## config.mk

```make
export PLATFORM = sky130hd
export DESIGN_NAME = spi_slave_xfer
export DESIGN_NICKNAME = d
export VERILOG_FILES = /design/src/rtl/spis_pkg.sv /design/src/rtl/spis_sync.sv /design/src/rtl/spis_front.sv /design/src/rtl/spis_tx.sv /design/src/rtl/spis_rx.sv /design/src/rtl/spi_slave_xfer.sv
export SDC_FILE = /design/constraint.sdc
export NUM_CORES = 1
export LEC_CHECK = 0
export CAP_MARGIN = 40
export CORE_MARGIN = 4
export CORE_UTILIZATION = 53
export CTS_CLUSTER_SIZE = 24
export DETAILED_ROUTE_END_ITERATION = 7
export DONT_BUFFER_PORTS = 1
export GPL_ROUTABILITY_DRIVEN = 0
export PLACE_DENSITY = 0.68
export SLEW_MARGIN = 10
export SYNTH_ARGS = -nofsm -noshare
export SYNTH_HDL_FRONTEND = slang
export SYNTH_SLANG_ARGS = --single-unit
```

## constraint.sdc

```tcl
create_clock -name clk_i -period 4.7 [get_ports clk_i]
set_input_delay 0.47 -clock clk_i [delete_from_list [all_inputs] [get_ports clk_i]]
set_output_delay 0.47 -clock clk_i [all_outputs]
set_load 0.02 [all_outputs]
```

## src/rtl/spis_pkg.sv

```systemverilog
package spis_pkg;
  localparam int unsigned CLR_OVR_BIT = 0;
  localparam int unsigned CLR_OVF_BIT = 1;

  typedef struct packed {
    logic cpol;
    logic cpha;
  } spi_mode_t;
endpackage

```

## src/rtl/spis_sync.sv

```systemverilog
module spis_sync #(
  parameter int unsigned WIDTH = 1,
  parameter int unsigned STAGES = 2,
  parameter logic [WIDTH-1:0] RST_VAL = '0
) (
  input  logic             clk_i,
  input  logic             rst_ni,
  input  logic [WIDTH-1:0] d_i,
  output logic [WIDTH-1:0] q_o
);
  logic [STAGES-1:0][WIDTH-1:0] stg_q;

  always_ff @(posedge clk_i or negedge rst_ni) begin
    if (!rst_ni) stg_q <= {STAGES{RST_VAL}};
    else         stg_q <= {stg_q[STAGES-2:0], d_i};
  end

  assign q_o = stg_q[STAGES-1];
endmodule

```

## src/rtl/spis_front.sv

```systemverilog
module spis_front #(
  parameter int unsigned SYNC_STAGES = 2
) (
  input  logic clk_i,
  input  logic rst_ni,
  input  logic sck_i,
  input  logic csn_i,
  input  logic mosi_i,
  input  spis_pkg::spi_mode_t mode_i,
  output logic active_o,
  output logic start_o,
  output logic stop_o,
  output logic sample_o,
  output logic shift_o,
  output logic mosi_o
);
  logic csn_s, sck_s, mosi_s;
  logic csn_q, sck_q;
  logic sck_edge, lead, trail, run;

  spis_sync #(.WIDTH(3), .STAGES(SYNC_STAGES), .RST_VAL(3'b100)) u_sync (
    .clk_i (clk_i),
    .rst_ni(rst_ni),
    .d_i   ({csn_i, sck_i, mosi_i}),
    .q_o   ({csn_s, sck_s, mosi_s})
  );

  always_ff @(posedge clk_i or negedge rst_ni) begin
    if (!rst_ni) begin
      csn_q <= 1'b1;
      sck_q <= 1'b0;
    end else begin
      csn_q <= csn_s;
      sck_q <= sck_s;
    end
  end

  assign sck_edge = sck_s ^ sck_q;
  assign lead     = sck_edge & (sck_q == mode_i.cpol);
  assign trail    = sck_edge & (sck_s == mode_i.cpol);
  assign start_o  = csn_q & ~csn_s;
  assign stop_o   = ~csn_q & csn_s;
  assign active_o = ~csn_s;
  // edges during the select-fall cycle are ignored
  assign run      = active_o & ~start_o;
  assign sample_o = run & (mode_i.cpha ? trail : lead);
  assign shift_o  = run & (mode_i.cpha ? lead : trail);
  assign mosi_o   = mosi_s;
endmodule

```

## src/rtl/spis_tx.sv

```systemverilog
module spis_tx #(
  parameter int unsigned DW = 8,
  parameter int unsigned LW = 8,
  localparam int unsigned BW = $clog2(DW)
) (
  input  logic          clk_i,
  input  logic          rst_ni,
  input  logic          start_i,
  input  logic          shift_i,
  input  logic          byte_done_i,
  input  logic          gnt_i,
  input  logic          cpha_i,
  input  logic          lsb_first_i,
  input  logic [LW-1:0] max_i,
  input  logic [DW-1:0] orc_i,
  input  logic [DW-1:0] def_i,
  output logic [LW-1:0] addr_o,
  input  logic [DW-1:0] data_i,
  output logic          miso_o,
  output logic [LW-1:0] cnt_o,
  output logic          ovr_set_o
);
  logic [LW-1:0] cnt_q, cnt_eff;
  logic [BW-1:0] drv_q, drv_eff, bit_idx;
  logic [DW-1:0] hold_q, byte_sel, cur;
  logic          miso_q, drive, in_buf;

  assign drive    = (start_i & ~cpha_i) | shift_i;
  assign cnt_eff  = start_i ? '0 : cnt_q;
  assign drv_eff  = start_i ? '0 : drv_q;
  assign in_buf   = cnt_eff < max_i;
  assign addr_o   = cnt_eff;

  always_comb begin
    if (!gnt_i)      byte_sel = def_i;
    else if (in_buf) byte_sel = data_i;
    else             byte_sel = orc_i;
  end

  assign cur     = (drv_eff == '0) ? byte_sel : hold_q;
  assign bit_idx = lsb_first_i ? drv_eff : BW'(DW - 1) - drv_eff;

  always_ff @(posedge clk_i or negedge rst_ni) begin
    if (!rst_ni) begin
      cnt_q  <= '0;
      drv_q  <= '0;
      hold_q <= '0;
      miso_q <= 1'b0;
    end else begin
      if (start_i) begin
        cnt_q <= '0;
        drv_q <= '0;
      end
      if (drive) begin
        if (drv_eff == '0) hold_q <= byte_sel;
        miso_q <= cur[bit_idx];
        drv_q  <= (drv_eff == BW'(DW - 1)) ? '0 : drv_eff + 1'b1;
      end
      if (byte_done_i && gnt_i && in_buf) cnt_q <= cnt_q + 1'b1;
    end
  end

  assign ovr_set_o = byte_done_i & gnt_i & ~in_buf;
  assign miso_o    = miso_q;
  assign cnt_o     = cnt_q;

  a_r3_tx_count_step: assert property (@(posedge clk_i) disable iff (!rst_ni)
    (cnt_q != $past(cnt_q)) |-> (cnt_q == $past(cnt_q) + 1'b1 || cnt_q == '0));
endmodule

```

## src/rtl/spis_rx.sv

```systemverilog
module spis_rx #(
  parameter int unsigned DW = 8,
  parameter int unsigned LW = 8,
  localparam int unsigned BW = $clog2(DW)
) (
  input  logic          clk_i,
  input  logic          rst_ni,
  input  logic          start_i,
  input  logic          sample_i,
  input  logic          mosi_i,
  input  logic          gnt_i,
  input  logic          lsb_first_i,
  input  logic [LW-1:0] max_i,
  output logic          byte_done_o,
  output logic          we_o,
  output logic [LW-1:0] addr_o,
  output logic [DW-1:0] data_o,
  output logic [LW-1:0] cnt_o,
  output logic          ovf_set_o
);
  logic [BW-1:0] bit_q;
  logic [DW-1:0] sr_q, sr_nxt, data_q;
  logic [LW-1:0] cnt_q, addr_q;
  logic          we_q, room;

  assign byte_done_o = sample_i & (bit_q == BW'(DW - 1));
  assign sr_nxt = lsb_first_i ? {mosi_i, sr_q[DW-1:1]} : {sr_q[DW-2:0], mosi_i};
  assign room   = cnt_q < max_i;

  always_ff @(posedge clk_i or negedge rst_ni) begin
    if (!rst_ni) begin
      bit_q  <= '0;
      sr_q   <= '0;
      cnt_q  <= '0;
      we_q   <= 1'b0;
      addr_q <= '0;
      data_q <= '0;
    end else begin
      we_q <= 1'b0;
      if (start_i) begin
        bit_q <= '0;
        cnt_q <= '0;
      end
      if (sample_i) begin
        sr_q  <= sr_nxt;
        bit_q <= byte_done_o ? '0 : bit_q + 1'b1;
      end
      if (byte_done_o && gnt_i && room) begin
        we_q   <= 1'b1;
        addr_q <= cnt_q;
        data_q <= sr_nxt;
        cnt_q  <= cnt_q + 1'b1;
      end
    end
  end

  assign ovf_set_o = byte_done_o & gnt_i & ~room;
  assign we_o      = we_q;
  assign addr_o    = addr_q;
  assign data_o    = data_q;
  assign cnt_o     = cnt_q;

  a_r5_write_below_count: assert property (@(posedge clk_i) disable iff (!rst_ni)
    we_q |-> (addr_q < cnt_q));
endmodule

```

## src/rtl/spi_slave_xfer.sv

```systemverilog
module spi_slave_xfer #(
  parameter int unsigned DW = 8,
  parameter int unsigned LW = 8,
  parameter int unsigned SYNC_STAGES = 2
) (
  input  logic          clk_i,
  input  logic          rst_ni,
  input  logic          sck_i,
  input  logic          csn_i,
  input  logic          mosi_i,
  output logic          miso_o,
  output logic          miso_oe_o,
  input  logic          grant_i,
  input  logic [1:0]    mode_i,
  input  logic          lsb_first_i,
  input  logic [LW-1:0] max_tx_i,
  input  logic [LW-1:0] max_rx_i,
  input  logic [DW-1:0] orc_i,
  input  logic [DW-1:0] def_i,
  output logic [LW-1:0] tx_addr_o,
  input  logic [DW-1:0] tx_data_i,
  output logic          rx_we_o,
  output logic [LW-1:0] rx_addr_o,
  output logic [DW-1:0] rx_data_o,
  output logic [LW-1:0] tx_count_o,
  output logic [LW-1:0] rx_count_o,
  output logic          overread_o,
  output logic          overflow_o,
  input  logic [1:0]    status_clr_i,
  output logic          end_o
);
  import spis_pkg::*;

  spi_mode_t     mode;
  logic          active, start, stop, sample, shift, mosi_s, byte_done;
  logic          gnt_q, gnt_eff, end_q, ovr_q, ovf_q, ovr_set, ovf_set;
  logic [LW-1:0] tx_cnt, rx_cnt, tx_cnt_q, rx_cnt_q;

  assign mode = spi_mode_t'(mode_i);

  spis_front #(.SYNC_STAGES(SYNC_STAGES)) u_front (
    .clk_i   (clk_i),
    .rst_ni  (rst_ni),
    .sck_i   (sck_i),
    .csn_i   (csn_i),
    .mosi_i  (mosi_i),
    .mode_i  (mode),
    .active_o(active),
    .start_o (start),
    .stop_o  (stop),
    .sample_o(sample),
    .shift_o (shift),
    .mosi_o  (mosi_s)
  );

  assign gnt_eff = start ? grant_i : gnt_q;

  spis_tx #(.DW(DW), .LW(LW)) u_tx (
    .clk_i      (clk_i),
    .rst_ni     (rst_ni),
    .start_i    (start),
    .shift_i    (shift),
    .byte_done_i(byte_done),
    .gnt_i      (gnt_eff),
    .cpha_i     (mode.cpha),
    .lsb_first_i(lsb_first_i),
    .max_i      (max_tx_i),
    .orc_i      (orc_i),
    .def_i      (def_i),
    .addr_o     (tx_addr_o),
    .data_i     (tx_data_i),
    .miso_o     (miso_o),
    .cnt_o      (tx_cnt),
    .ovr_set_o  (ovr_set)
  );

  spis_rx #(.DW(DW), .LW(LW)) u_rx (
    .clk_i      (clk_i),
    .rst_ni     (rst_ni),
    .start_i    (start),
    .sample_i   (sample),
    .mosi_i     (mosi_s),
    .gnt_i      (gnt_eff),
    .lsb_first_i(lsb_first_i),
    .max_i      (max_rx_i),
    .byte_done_o(byte_done),
    .we_o       (rx_we_o),
    .addr_o     (rx_addr_o),
    .data_o     (rx_data_o),
    .cnt_o      (rx_cnt),
    .ovf_set_o  (ovf_set)
  );

  always_ff @(posedge clk_i or negedge rst_ni) begin
    if (!rst_ni) begin
      gnt_q    <= 1'b0;
      end_q    <= 1'b0;
      tx_cnt_q <= '0;
      rx_cnt_q <= '0;
      ovr_q    <= 1'b0;
      ovf_q    <= 1'b0;
    end else begin
      end_q <= stop & gnt_q;
      if (start) gnt_q <= grant_i;
      else if (stop) gnt_q <= 1'b0;
      if (start && grant_i) begin
        tx_cnt_q <= '0;
        rx_cnt_q <= '0;
      end else if (stop && gnt_q) begin
        tx_cnt_q <= tx_cnt;
        rx_cnt_q <= rx_cnt;
      end
      // set wins over a same-cycle clear
      ovr_q <= ovr_set | (ovr_q & ~status_clr_i[CLR_OVR_BIT]);
      ovf_q <= ovf_set | (ovf_q & ~status_clr_i[CLR_OVF_BIT]);
    end
  end

  assign miso_oe_o  = active;
  assign end_o      = end_q;
  assign tx_count_o = tx_cnt_q;
  assign rx_count_o = rx_cnt_q;
  assign overread_o = ovr_q;
  assign overflow_o = ovf_q;

  a_r7_end_single: assert property (@(posedge clk_i) disable iff (!rst_ni)
    end_q |=> !end_q);
  a_r6_end_needs_grant: assert property (@(posedge clk_i) disable iff (!rst_ni)
    end_q |-> $past(gnt_q));
  a_r10_oe_off_at_end: assert property (@(posedge clk_i) disable iff (!rst_ni)
    end_q |-> !miso_oe_o);
  a_r11_overread_sticky: assert property (@(posedge clk_i) disable iff (!rst_ni)
    (ovr_q && !status_clr_i[CLR_OVR_BIT]) |=> ovr_q);
  a_r11_overflow_sticky: assert property (@(posedge clk_i) disable iff (!rst_ni)
    (ovf_q && !status_clr_i[CLR_OVF_BIT]) |=> ovf_q);
endmodule

```

* Word-level counts from Yosys, hierarchy flattened
Index checks and enable logic that the tools add are counted.
Widths: inputs -> output; s select.
** Word-level totals
- Register bits :: 84
- Bits of input ports :: 51
- Output and inout port bits :: 46
- Word-level logic and storage cells :: 96
** Operators by class
- Add/subtract/negate cells :: 5
- Magnitude comparators :: 3
- Equality and inequality tests :: 4
- Multiplexer cells :: 27
- Bitwise operators :: 27
- Reductions and logical operators :: 10
** Operator list (count)
- $mux 8 :: 12
- $mux 3 :: 7
- $add 8x1->8 const B :: 2
- $lt 8x8->1 :: 2
- $and 1x1->1 :: 15
- $not 1->1 :: 8
- $reduce_bool 2->1 :: 4
- $mux 1 :: 7
- $add 3x1->3 const B :: 2
- $eq 3x3->1 const B :: 2
- $logic_and 1x1->1 :: 5
- $lt 3x4->1 const B :: 1
- $bmux 1 s3 :: 1
- $logic_not 3->1 :: 1
- $or 1x1->1 :: 3
- $sub 3x3->3 const A :: 1
- $eq 1x1->1 :: 2
- $xor 1x1->1 :: 1

* Longest topological paths before layout
Gate-level depths: netlist of run 1.
- Depth in word-level cells :: 9
- Gate-level depth with buffers :: 14
- Mapped depth without buffers :: 12

* Hierarchy
From an unflattened synthesis of run 1, not the netlist that was laid out.
** Unflattened totals
- Cells, all modules :: 498
- Area total of the unflattened synthesis :: 4919.7 um^2
** Modules (own cells, without submodules)
- spis_tx :: times used 1, cells each 228, area each 1806.7 um^2, seq. area each 500.5 um^2
- spis_rx :: times used 1, cells each 163, area each 1801.7 um^2, seq. area each 900.9 um^2
- spi_slave_xfer :: times used 1, cells each 88, area each 1022.2 um^2, seq. area each 500.5 um^2
- spis_sync :: times used 1, cells each 9, area each 175.2 um^2, seq. area each 152.6 um^2
- spis_front :: times used 1, cells each 10, area each 113.9 um^2, seq. area each 51.3 um^2

* Worst setup path before layout of run 1
Ideal clock, no wire load.
- Path type :: register to register
- Start point :: register u_front.u_sync.stg_q, in the netlist u_front.u_sync.q_o[2]
- End point :: register u_tx.miso_q (netlist: u_tx.miso_o)
- Setup time :: 0.123 ns
- Data arrival time :: 3.650 ns
- Required time :: 4.577 ns
- Path slack :: 0.927 ns
- Cell stages (with the launch flop) :: 15
- Path buffers :: 2
- Clock period less this slack :: 3.773 ns
- Cell sequence :: dfstp_2 -> inv_1 -> ha_1 -> buf_6 -> clkbuf_1 -> nor2b_1 -> ha_1 -> a21o_1 -> a21o_1 -> a21o_1 -> nor2_2 -> mux4_2 -> o311ai_1 -> o2111ai_1 -> o221a_1
** On the way
- Longest elaborated chain between the ends :: 9
- Elaborated cells on any way between the ends :: 19
- Classes of those cells :: add/sub: 1; order compare: 1; mux: 9; bitwise: 7; reduce/logical: 1
** RTL lines
- start: declaration :: RTL line spis_sync.sv:11 : logic [STAGES-1:0][WIDTH-1:0] stg_q;
- start signal: assignment :: RTL line spis_sync.sv:14 : if (!rst_ni) stg_q <= {STAGES{RST_VAL}};
- start signal: assignment :: RTL line spis_sync.sv:15 : else stg_q <= {stg_q[STAGES-2:0], d_i};
- $not 1->1 :: RTL line spis_front.sv:43 : assign active_o = ~csn_s;
- net miso_oe_o :: RTL line spi_slave_xfer.sv:12 : output logic miso_oe_o,
- $and 1x1->1 :: RTL line spis_front.sv:41 : assign start_o = csn_q & ~csn_s;
- $mux 8 :: RTL line spis_tx.sv:29 : assign cnt_eff = start_i ? '0 : cnt_q;
- net tx_addr_o[5] :: RTL line spi_slave_xfer.sv:20 : output logic [LW-1:0] tx_addr_o,
- $lt 8x8->1 :: RTL line spis_tx.sv:31 : assign in_buf = cnt_eff < max_i;
- $mux 8 :: RTL line spis_tx.sv:36 : else if (in_buf) byte_sel = data_i;
- $mux 8 :: RTL line spis_tx.sv:35 : if (!gnt_i) byte_sel = def_i;
- $mux 8 :: RTL line spis_tx.sv:40 : assign cur = (drv_eff == '0) ? byte_sel : hold_q;
- $bmux 1 s3 :: RTL line spis_tx.sv:56 : miso_q <= cur[bit_idx];
- $mux 1 (not written as such) :: RTL line spis_tx.sv:56
- end signal: assignment :: RTL line spis_tx.sv:56
- end: declaration :: RTL line spis_tx.sv:26 : logic miso_q, drive, in_buf;
The timed path passes the listed nets, and every way through them passes these cells. The select of a mux whose other input is x is not followed.
A chain may end at the register's enable or synchronous reset.

* Worst setup path after layout of run 1
Same ends and word-level chain as after synthesis.

==> results of run 1 <==
-- area by class of cell --
class                   count  area (sq um)  share of cell area [%]
repair buffers              7          72.6                    1.57
clock inverters             6          93.8                    2.02
multi-input cells         282          2000                    43.2
well taps                 102           128                    2.75
inverters                  25          93.8                    2.02
flip-flops and latches     84          2110                    45.4
clock buffers              10           138                    2.97
-- synth_stat cells, drive strengths merged (2+ instances only) --
cell	instances
mux2	13
o31ai	3
mux4	2
o211ai	3
mux2i	11
a21oi	26
nand3	12
nand2	34
and3	6
nor2b	9
a221o	2
xnor2	6
nand2b	8
inv	25
a22o	22
buf	6
dfrtp	81
nand4	2
a211oi	4
o21ai	25
o22ai	2
dfstp	3
and2	2
a21o	7
clkbuf	10
nor2	36
xor2	10
ha	23
o311ai	2
-- power breakdown --
group	leakage, uW	internal [uW]	switching (uW)
combinational	0.00105	91.9	125
sequential	0.00113	780	36.1
clock	0.000113	319	268
total	0.00229	1190	429
-- how the worst max path moves through the flow --
stage,startpoint,endpoint
after floorplan,u_front.u_sync.q_o[2]$_DFF_PN1_,u_tx.miso_o$_DFFE_PN0N_
after detailed placement,u_front.u_sync.q_o[2]$_DFF_PN1_,u_tx.miso_o$_DFFE_PN0N_
after global placement,u_front.u_sync.q_o[2]$_DFF_PN1_,u_tx.miso_o$_DFFE_PN0N_
final,u_front.u_sync.q_o[2]$_DFF_PN1_,u_tx.miso_o$_DFFE_PN0N_
after CTS,u_front.u_sync.q_o[2]$_DFF_PN1_,u_tx.miso_o$_DFFE_PN0N_
after global routing,u_front.u_sync.q_o[2]$_DFF_PN1_,u_tx.miso_o$_DFFE_PN0N_
-- routing by layer --
metal | GRT usage [%] | share of wire [%] | wire length (um) | up-vias
li1 | - | - | - | 1446
met1 | 27.9 | 44 | 4070 | 1464
met2 | 30.2 | 46 | 4240 | 127
met3 | 5.43 | 8.8 | 817 | 16
met4 | 7.03 | 1.6 | 152 | 0
met5 | 0 | 0 | 0 | -
-- registers in the layout (all words and copies together), names as in the netlist, 3 cells and up --
signal	count
tx_count_o	8
u_front.u_sync.q_o	3
u_tx.cnt_o	8
u_rx.addr_o	8
u_rx.bit_q	3
u_rx.sr_q	8
u_rx.data_o	8
u_tx.drv_q	3
rx_count_o	8
u_tx.hold_q	8
u_rx.cnt_o	8
u_front.u_sync.stg_q	3
-- stage by stage --
| stage | total power, uW | setup WS (ns) | hold WS, ns | utilization, % | std cells |
|---|---|---|---|---|---|
| floorplan | 989 | 0.927 | 0.174 | - | 407 |
| global placement | 1020 | 1.00 | 0.176 | 56.3 | 499 |
| detailed placement | 1030 | 0.891 | 0.177 | 56.3 | 499 |
| CTS | 1640 | 0.889 | 0.0254 | 59.7 | 516 |
| global route | 1710 | 0.657 | 0.0170 | 59.7 | 516 |
| finish | 1620 | 0.886 | 0.0105 | 59.7 | 516 |
-- cells by family (layout without fill, tap and decap cells) --
family          after synthesis  count (layout)  synth area share [%]
flops                        84              84                  49.3
mux                          26              26                  7.06
compound gates              107             107                  17.6
simple gates                110             110                  12.0
xor+xnor                     16              16                  3.45
buf+inv                      41              48                  3.92
fa+ha+maj                    23              23                  6.73
-- timing repair --
item	in CTS	in global routing
gates resized for setup	0	0
setup buffers	0	0
hold buffers	1	0
endpoints found under the hold margin	84	0
==> results.tsv, run 1 <==
stage	metric	value	unit
sta	slew_violations	0	
setup_path	crit_type	flip-flop to flip-flop	
logic_synthesis	synth_area_leader_cell	dfrtp_1	
hold_path	min_path_type	input pin to async pin	
cts	cts_max_level	3	
cells_and_area	area_growth	8.46	%
cts	cts_buffers	9	
setup_path	regToRegSetupSlack	0.89	ns
floorplanning	fp-row-count	32	
cts	cts_tree	built	
sta	hold_viol	0	
place	numPortBuffers	0	
grt	grt_max_degree	85	
setup_path	critPathLaunchType	flip-flop	
logic_synthesis	synth-seq-area-share	49.3	%
detailed_routing	post-route-drc-count	0	
grt	grt-ovfl-total	0	
detailed_routing	wirelength	9270	um
sta	clock.fmax	262	MHz
grt	grt_use_total	20.0	%
floorplanning	start_util	55.0	%
logic_synthesis	ys_warn_count	0	
cells_and_area	drive_gt1_share	13.0	%
floorplanning	ioPinCount	97	
setup_path	path_depth	11	
cells_and_area	num-fill-cells	663	
cells_and_area	layout_commonest_cell	dfrtp_1	
floorplanning	die_area	0.00956	sq mm
status	status	finished, final reports clean	
grt	grt_pass1_vias	3066	
detailed_routing	vias	3053	
setup_path	timing.rr.start	u_front.u_sync.q_o[2]$_DFF_PN1_	
setup_path	crit_buf_inv	1	
sta	setup_viol	0	
cells_and_area	final_cell_mix	81 x dfrtp_1, 35 x nor2_1, 33 x nand2_1, 24 x inv_1	
floorplanning	core	0.00777	sq mm
floorplanning	die_x	97.8	um
logic_synthesis	yosysTopAreaCellShare	47.4	%
logic_synthesis	async_flop_share	100	%
logic_synthesis	syn_area	0.00427	sq mm
grt	antenna_found_initial	0	
sta	final.min_clock_period	3.81	ns
pwr	power_leakage	0.00229	uW
setup_path	crit_arrival	4.05	ns
sta	worst_pin_slew	0.677	ns
logic_synthesis	avgSynthCellArea	10.5	sq um
pwr	ir_worst_vdd	0.000239	V
cts	clk_latency	0.35	ns
logic_synthesis	synth.distinct_cells	53	
setup_path	timing.rr.end	u_tx.miso_o$_DFFE_PN0N_	
job	drv_cap	0	
logic_synthesis	synthCells	407	
detailed_routing	drtPass1Iterations	4	
detailed_routing	postRouteAntennaNets	0	
cts	root_buffer	clkbuf_8	
setup_path	critPathTopFamily	compound AO/OA/AOI/OAI gates	
place	placed_cell_area	0.00438	sq mm
sta	clock-skew-final	0.0154	ns
sta	relSlewSlack	54.9	%
setup_path	critical_path_required	4.94	ns
setup_path	r2r_cells	11	
place	hpwlAfterDp	6750	um
logic_synthesis	synth.area.top_cells	dfrtp_1 47%, ha_1 6.7%, a22o_1 4.5%	
logic_synthesis	synth_nets	481	
setup_path	slowest_stage	dfstp_2	
cts	cts_buffer_depth	2	
detailed_routing	via_per_inst	5.92	
setup_path	max_stage_delay	0.54	ns
sta	fin_crit_sh	81.2	%
sta	tns	0	ns
cts	clk_pin_slew	0.10	ns
cells_and_area	nNetsFinal	483	
cells_and_area	diodes	0	
cells_and_area	final_area	0.00464	sq mm
logic_synthesis	synth-main-ff-cell	dfrtp_1	
logic_synthesis	ys_ff_latch	84	
sta	rsz0062_at_grt	false	
floorplanning	die_h	97.8	um
detailed_routing	drt-initial-drc-count	104	
setup_path	path_cells	inv_1 -> ha_1 -> nor2b_1 -> ha_1 -> a21oi_1 -> a21oi_4 -> nor2_2 -> mux4_2 -> o311ai_1 -> o2111ai_1 -> o221a_1	
pwr	p_per_area	349	mW/mm^2
setup_path	crit_fanout	8	
detailed_routing	wire_per_inst	18.0	um
setup_path	crit_top_cell	ha_1	
setup_path	cp-end-kind	flip-flop	
cts	clock-sinks	84	
logic_synthesis	synth_edf_count	0	
grt	grt_pass1_wl	15600	um
No activity file was read; power rests on OpenSTA's default activity.
==> run 2, diff against run 1 <==
--- a/config.mk
+++ b/config.mk
@@ -12,7 +12,7 @@
 export DETAILED_ROUTE_END_ITERATION = 7
 export DONT_BUFFER_PORTS = 1
 export GPL_ROUTABILITY_DRIVEN = 0
-export PLACE_DENSITY = 0.68
+export PLACE_DENSITY = 0.71
 export SLEW_MARGIN = 10
 export SYNTH_ARGS = -nofsm -noshare
 export SYNTH_HDL_FRONTEND = slang
==> constraint.sdc (replaced) <==
create_clock -name clk_i -period 3.3 [get_ports clk_i]
set_input_delay 0.33 -clock clk_i [delete_from_list [all_inputs] [get_ports clk_i]]
set_output_delay 0.33 -clock clk_i [all_outputs]
set_load 0.02 [all_outputs]
==> run 2 against run 1 <==
  * First-iteration DRC count up 26%
  * Cell area up 2.3%
  * Global-route usage is 0.22 points higher
  * Die area unchanged
  * Non-clock buffer count rose by 11
  * Maximum frequency increased by 22%
  * Register-to-register slack got worse by 0.72 ns
  * Wire length up 0.23%
  * Sequential power is 42% higher
==> results.tsv, run 2 (same netlist as run 1, synthesis figures left out) <==
stage	metric	value	unit	change
pwr	clkPwrFrac	31.9	%	was 36.2%
setup_path	critPathLaunchType	flip-flop		unchanged
cells_and_area	final_area	0.00474	sq mm	was 0.00464 sq mm
hold_path	min_path_type	input pin to flip-flop		was input pin to async pin
setup_path	crit_type	flip-flop to flip-flop		unchanged
place	numPortBuffers	0		unchanged
place	hpwlAfterDp	6720	um	was 6750 um
sta	final.min_clock_period	3.14	ns	was 3.81 ns
cells_and_area	final_cells	527		was 516
grt	grt_max_degree	85		unchanged
setup_path	critical_path_required	3.54	ns	was 4.94 ns
pwr	finalPower	2160	uW	was 1620 uW
pwr	power_leakage	0.00232	uW	was 0.00229 uW
grt	grt_pass1_vias	3167		was 3066
sta	relSlewSlack	54.9	%	about the same
job	drv_cap	0		unchanged
detailed_routing	post-route-drc-count	0		unchanged
sta	setup_viol	0		unchanged
grt	grt_pass1_wl	15900	um	was 15600 um
detailed_routing	drt-initial-drc-count	131		was 104
pwr	p_per_area	456	mW/mm^2	was 349 mW/mm^2
floorplanning	fp-row-count	32		unchanged
detailed_routing	drtPass1Iterations	4		unchanged
cts	cts_tree	built		unchanged
cells_and_area	diodes	0		unchanged
grt	gr-usage-met3	5.57	%	was 5.43%
cells_and_area	nNetsFinal	494		was 483
detailed_routing	wire_per_inst	17.6	um	was 18.0 um
cells_and_area	final_cell_mix	81 x dfrtp_1, 35 x nor2_1, 33 x nand2_1, 23 x inv_1, 23 x a21oi_1		was 81 x dfrtp_1, 35 x nor2_1, 33 x nand2_1, 24 x inv_1
pwr	internal_power	1550	uW	was 1190 uW
cts	cts_buffer_depth	2		unchanged
grt	met1_usage	27.1	%	was 27.9%
sta	rsz0062_at_grt	false		unchanged
cts	cts_buffers	9		unchanged
grt	grt_use_total	20.2	%	was 20.0%
pwr	power_frac_comb	14.3	%	was 13.4%
sta	hold_viol	0		unchanged
setup_path	crit_fanout	8		unchanged
grt	grt-ovfl-total	0		unchanged
cells_and_area	area_growth	10.9	%	was 8.46%
sta	fin_crit_sh	95.0	%	was 81.2%
floorplanning	die_x	97.8	um	unchanged
sta	slew_violations	0		unchanged
cts	clk_pin_slew	0.10	ns	about the same
cts	root_buffer	clkbuf_8		unchanged
floorplanning	ioPinCount	97		unchanged
detailed_routing	via_per_inst	5.85		was 5.92
cts	clk_latency	0.34	ns	was 0.35 ns
status	status	finished, final reports clean		unchanged
cts	clock-sinks	84		unchanged
detailed_routing	postRouteAntennaNets	0		unchanged
setup_path	crit_arrival	3.38	ns	was 4.05 ns
cells_and_area	layout_commonest_cell	dfrtp_1		unchanged
grt	antenna_found_initial	0		unchanged
floorplanning	core	0.00777	sq mm	unchanged
floorplanning	die_area	0.00956	sq mm	unchanged
setup_path	cp-end-kind	flip-flop		unchanged
pwr	ir_worst_vdd	0.000314	V	was 0.000239 V
place	placed_cell_area	0.00447	sq mm	was 0.00438 sq mm
cts	cts_max_level	3		unchanged
detailed_routing	vias	3082		was 3053
sta	fin_hold_ws	0.0806	ns	was 0.0105 ns
pwr	net-switching-power	617	uW	was 429 uW
detailed_routing	wirelength	9300	um	was 9270 um
cells_and_area	drive_gt1_share	16.7	%	was 13.0%
floorplanning	die_h	97.8	um	unchanged
pwr	seqPwrFrac	53.8	%	was 50.4%
pwr	swShare	28.5	%	was 26.5%
place	place_inst	505		was 499
grt	grtUsageMet2	32.7	%	was 30.2%
sta	clock-skew-final	0.0132	ns	was 0.0154 ns
floorplanning	start_util	55.0	%	unchanged
grt	grt-busiest-layer	met2		unchanged
cells_and_area	fin_util	61.0	%	was 59.7%
cells_and_area	num-fill-cells	670		was 663
sta	worst_pin_slew	0.676	ns	was 0.677 ns
sta	clock.fmax	319	MHz	was 262 MHz
## run 2: cell count changes in the layout (fill, tap and decap cells not counted), moves of 2 or more
cell / delta
dlygate4sd3_1: +4
nor2b_1: -6
ha_1: -2
ha_4: +2
nor2b_2: +5
bufinv_16: -2
buf_4: +7
## run 2: metrics by stage
step / setup slack (ns) / TNS (ns)
floorplan: -0.0113 / -0.0113
global placement: 0.214 / 0
detailed placement: 0.138 / 0
CTS: 0.141 / 0
global route: 0.0252 / 0
finish: 0.164 / 0
## run 2: path summary, 6_finish.rpt
path	startpoint	endpoint	slack, ns	depth (start not counted)
worst min-delay path	status_clr_i[1]	overflow_o$_DFF_PN0_	0.08	1
worst max-delay path	u_front.u_sync.q_o[2]$_DFF_PN1_	u_tx.miso_o$_DFFE_PN0N_	0.16	12
worst max register to register	u_front.u_sync.q_o[2]$_DFF_PN1_	u_tx.miso_o$_DFFE_PN0N_	0.16	12
worst min register to register	u_front.u_sync.stg_q[1]$_DFF_PN0_	u_front.u_sync.q_o[1]$_DFF_PN0_	0.35	0
max in group asynchronous	rst_ni	u_front.u_sync.stg_q[2]$_DFF_PN1_	2.39	2
min in group asynchronous	rst_ni	u_tx.cnt_o[7]$_DFF_PN0_	0.52	2
## run 2: worst max-delay path, stage by stage, from the launching register on
cell	delay, ns
dfstp_2	0.58
inv_4	0.08
ha_4	0.21
nor2b_4	0.15
ha_4	0.22
a21o_1	0.15
a21o_1	0.19
a21o_4	0.23
nor2_4	0.14
mux4_2	0.51
o311ai_1	0.29
o2111ai_1	0.15
o221a_1	0.15
## run 2: routing by layer
layer  vias to the layer above  routed length, um  part of all wire [%]
li1                       1468                  -                     -
met1                      1515               4030                    43
met2                        89               4550                    49
met3                        10                588                   6.3
met4                         0                119                   1.3
met5                         -                  0                     0
## run 2: final cells by class
type / instances / area (sq um) / area share [%]
clock inverters: 6 / 46.3 / 0.977
multi-input cells: 282 / 2060 / 43.5
flip-flops and latches: 84 / 2110 / 44.4
clock buffers: 10 / 138 / 2.90
inverters: 25 / 96.3 / 2.03
well taps: 102 / 128 / 2.69
repair buffers: 18 / 165 / 3.48
## run 2: repair_timing
item / 4_1_cts / 5_1_grt
endpoints found under the setup margin: 0 / 1
hold buffers: 5 / 0
gates resized for setup: 0 / 2
hold endpoints to repair: 87 / 0
setup buffers: 0 / 1
## run 2: power by group through the flow
stage / Sequential [uW] / Combinational [uW] / Clock (uW)
CTS: 1160 / 313 / 707
finish: 1160 / 310 / 690
global placement: 1180 / 275 / 0
global route: 1170 / 356 / 765
detailed placement: 1180 / 283 / 0
floorplan: 1170 / 243 / 0
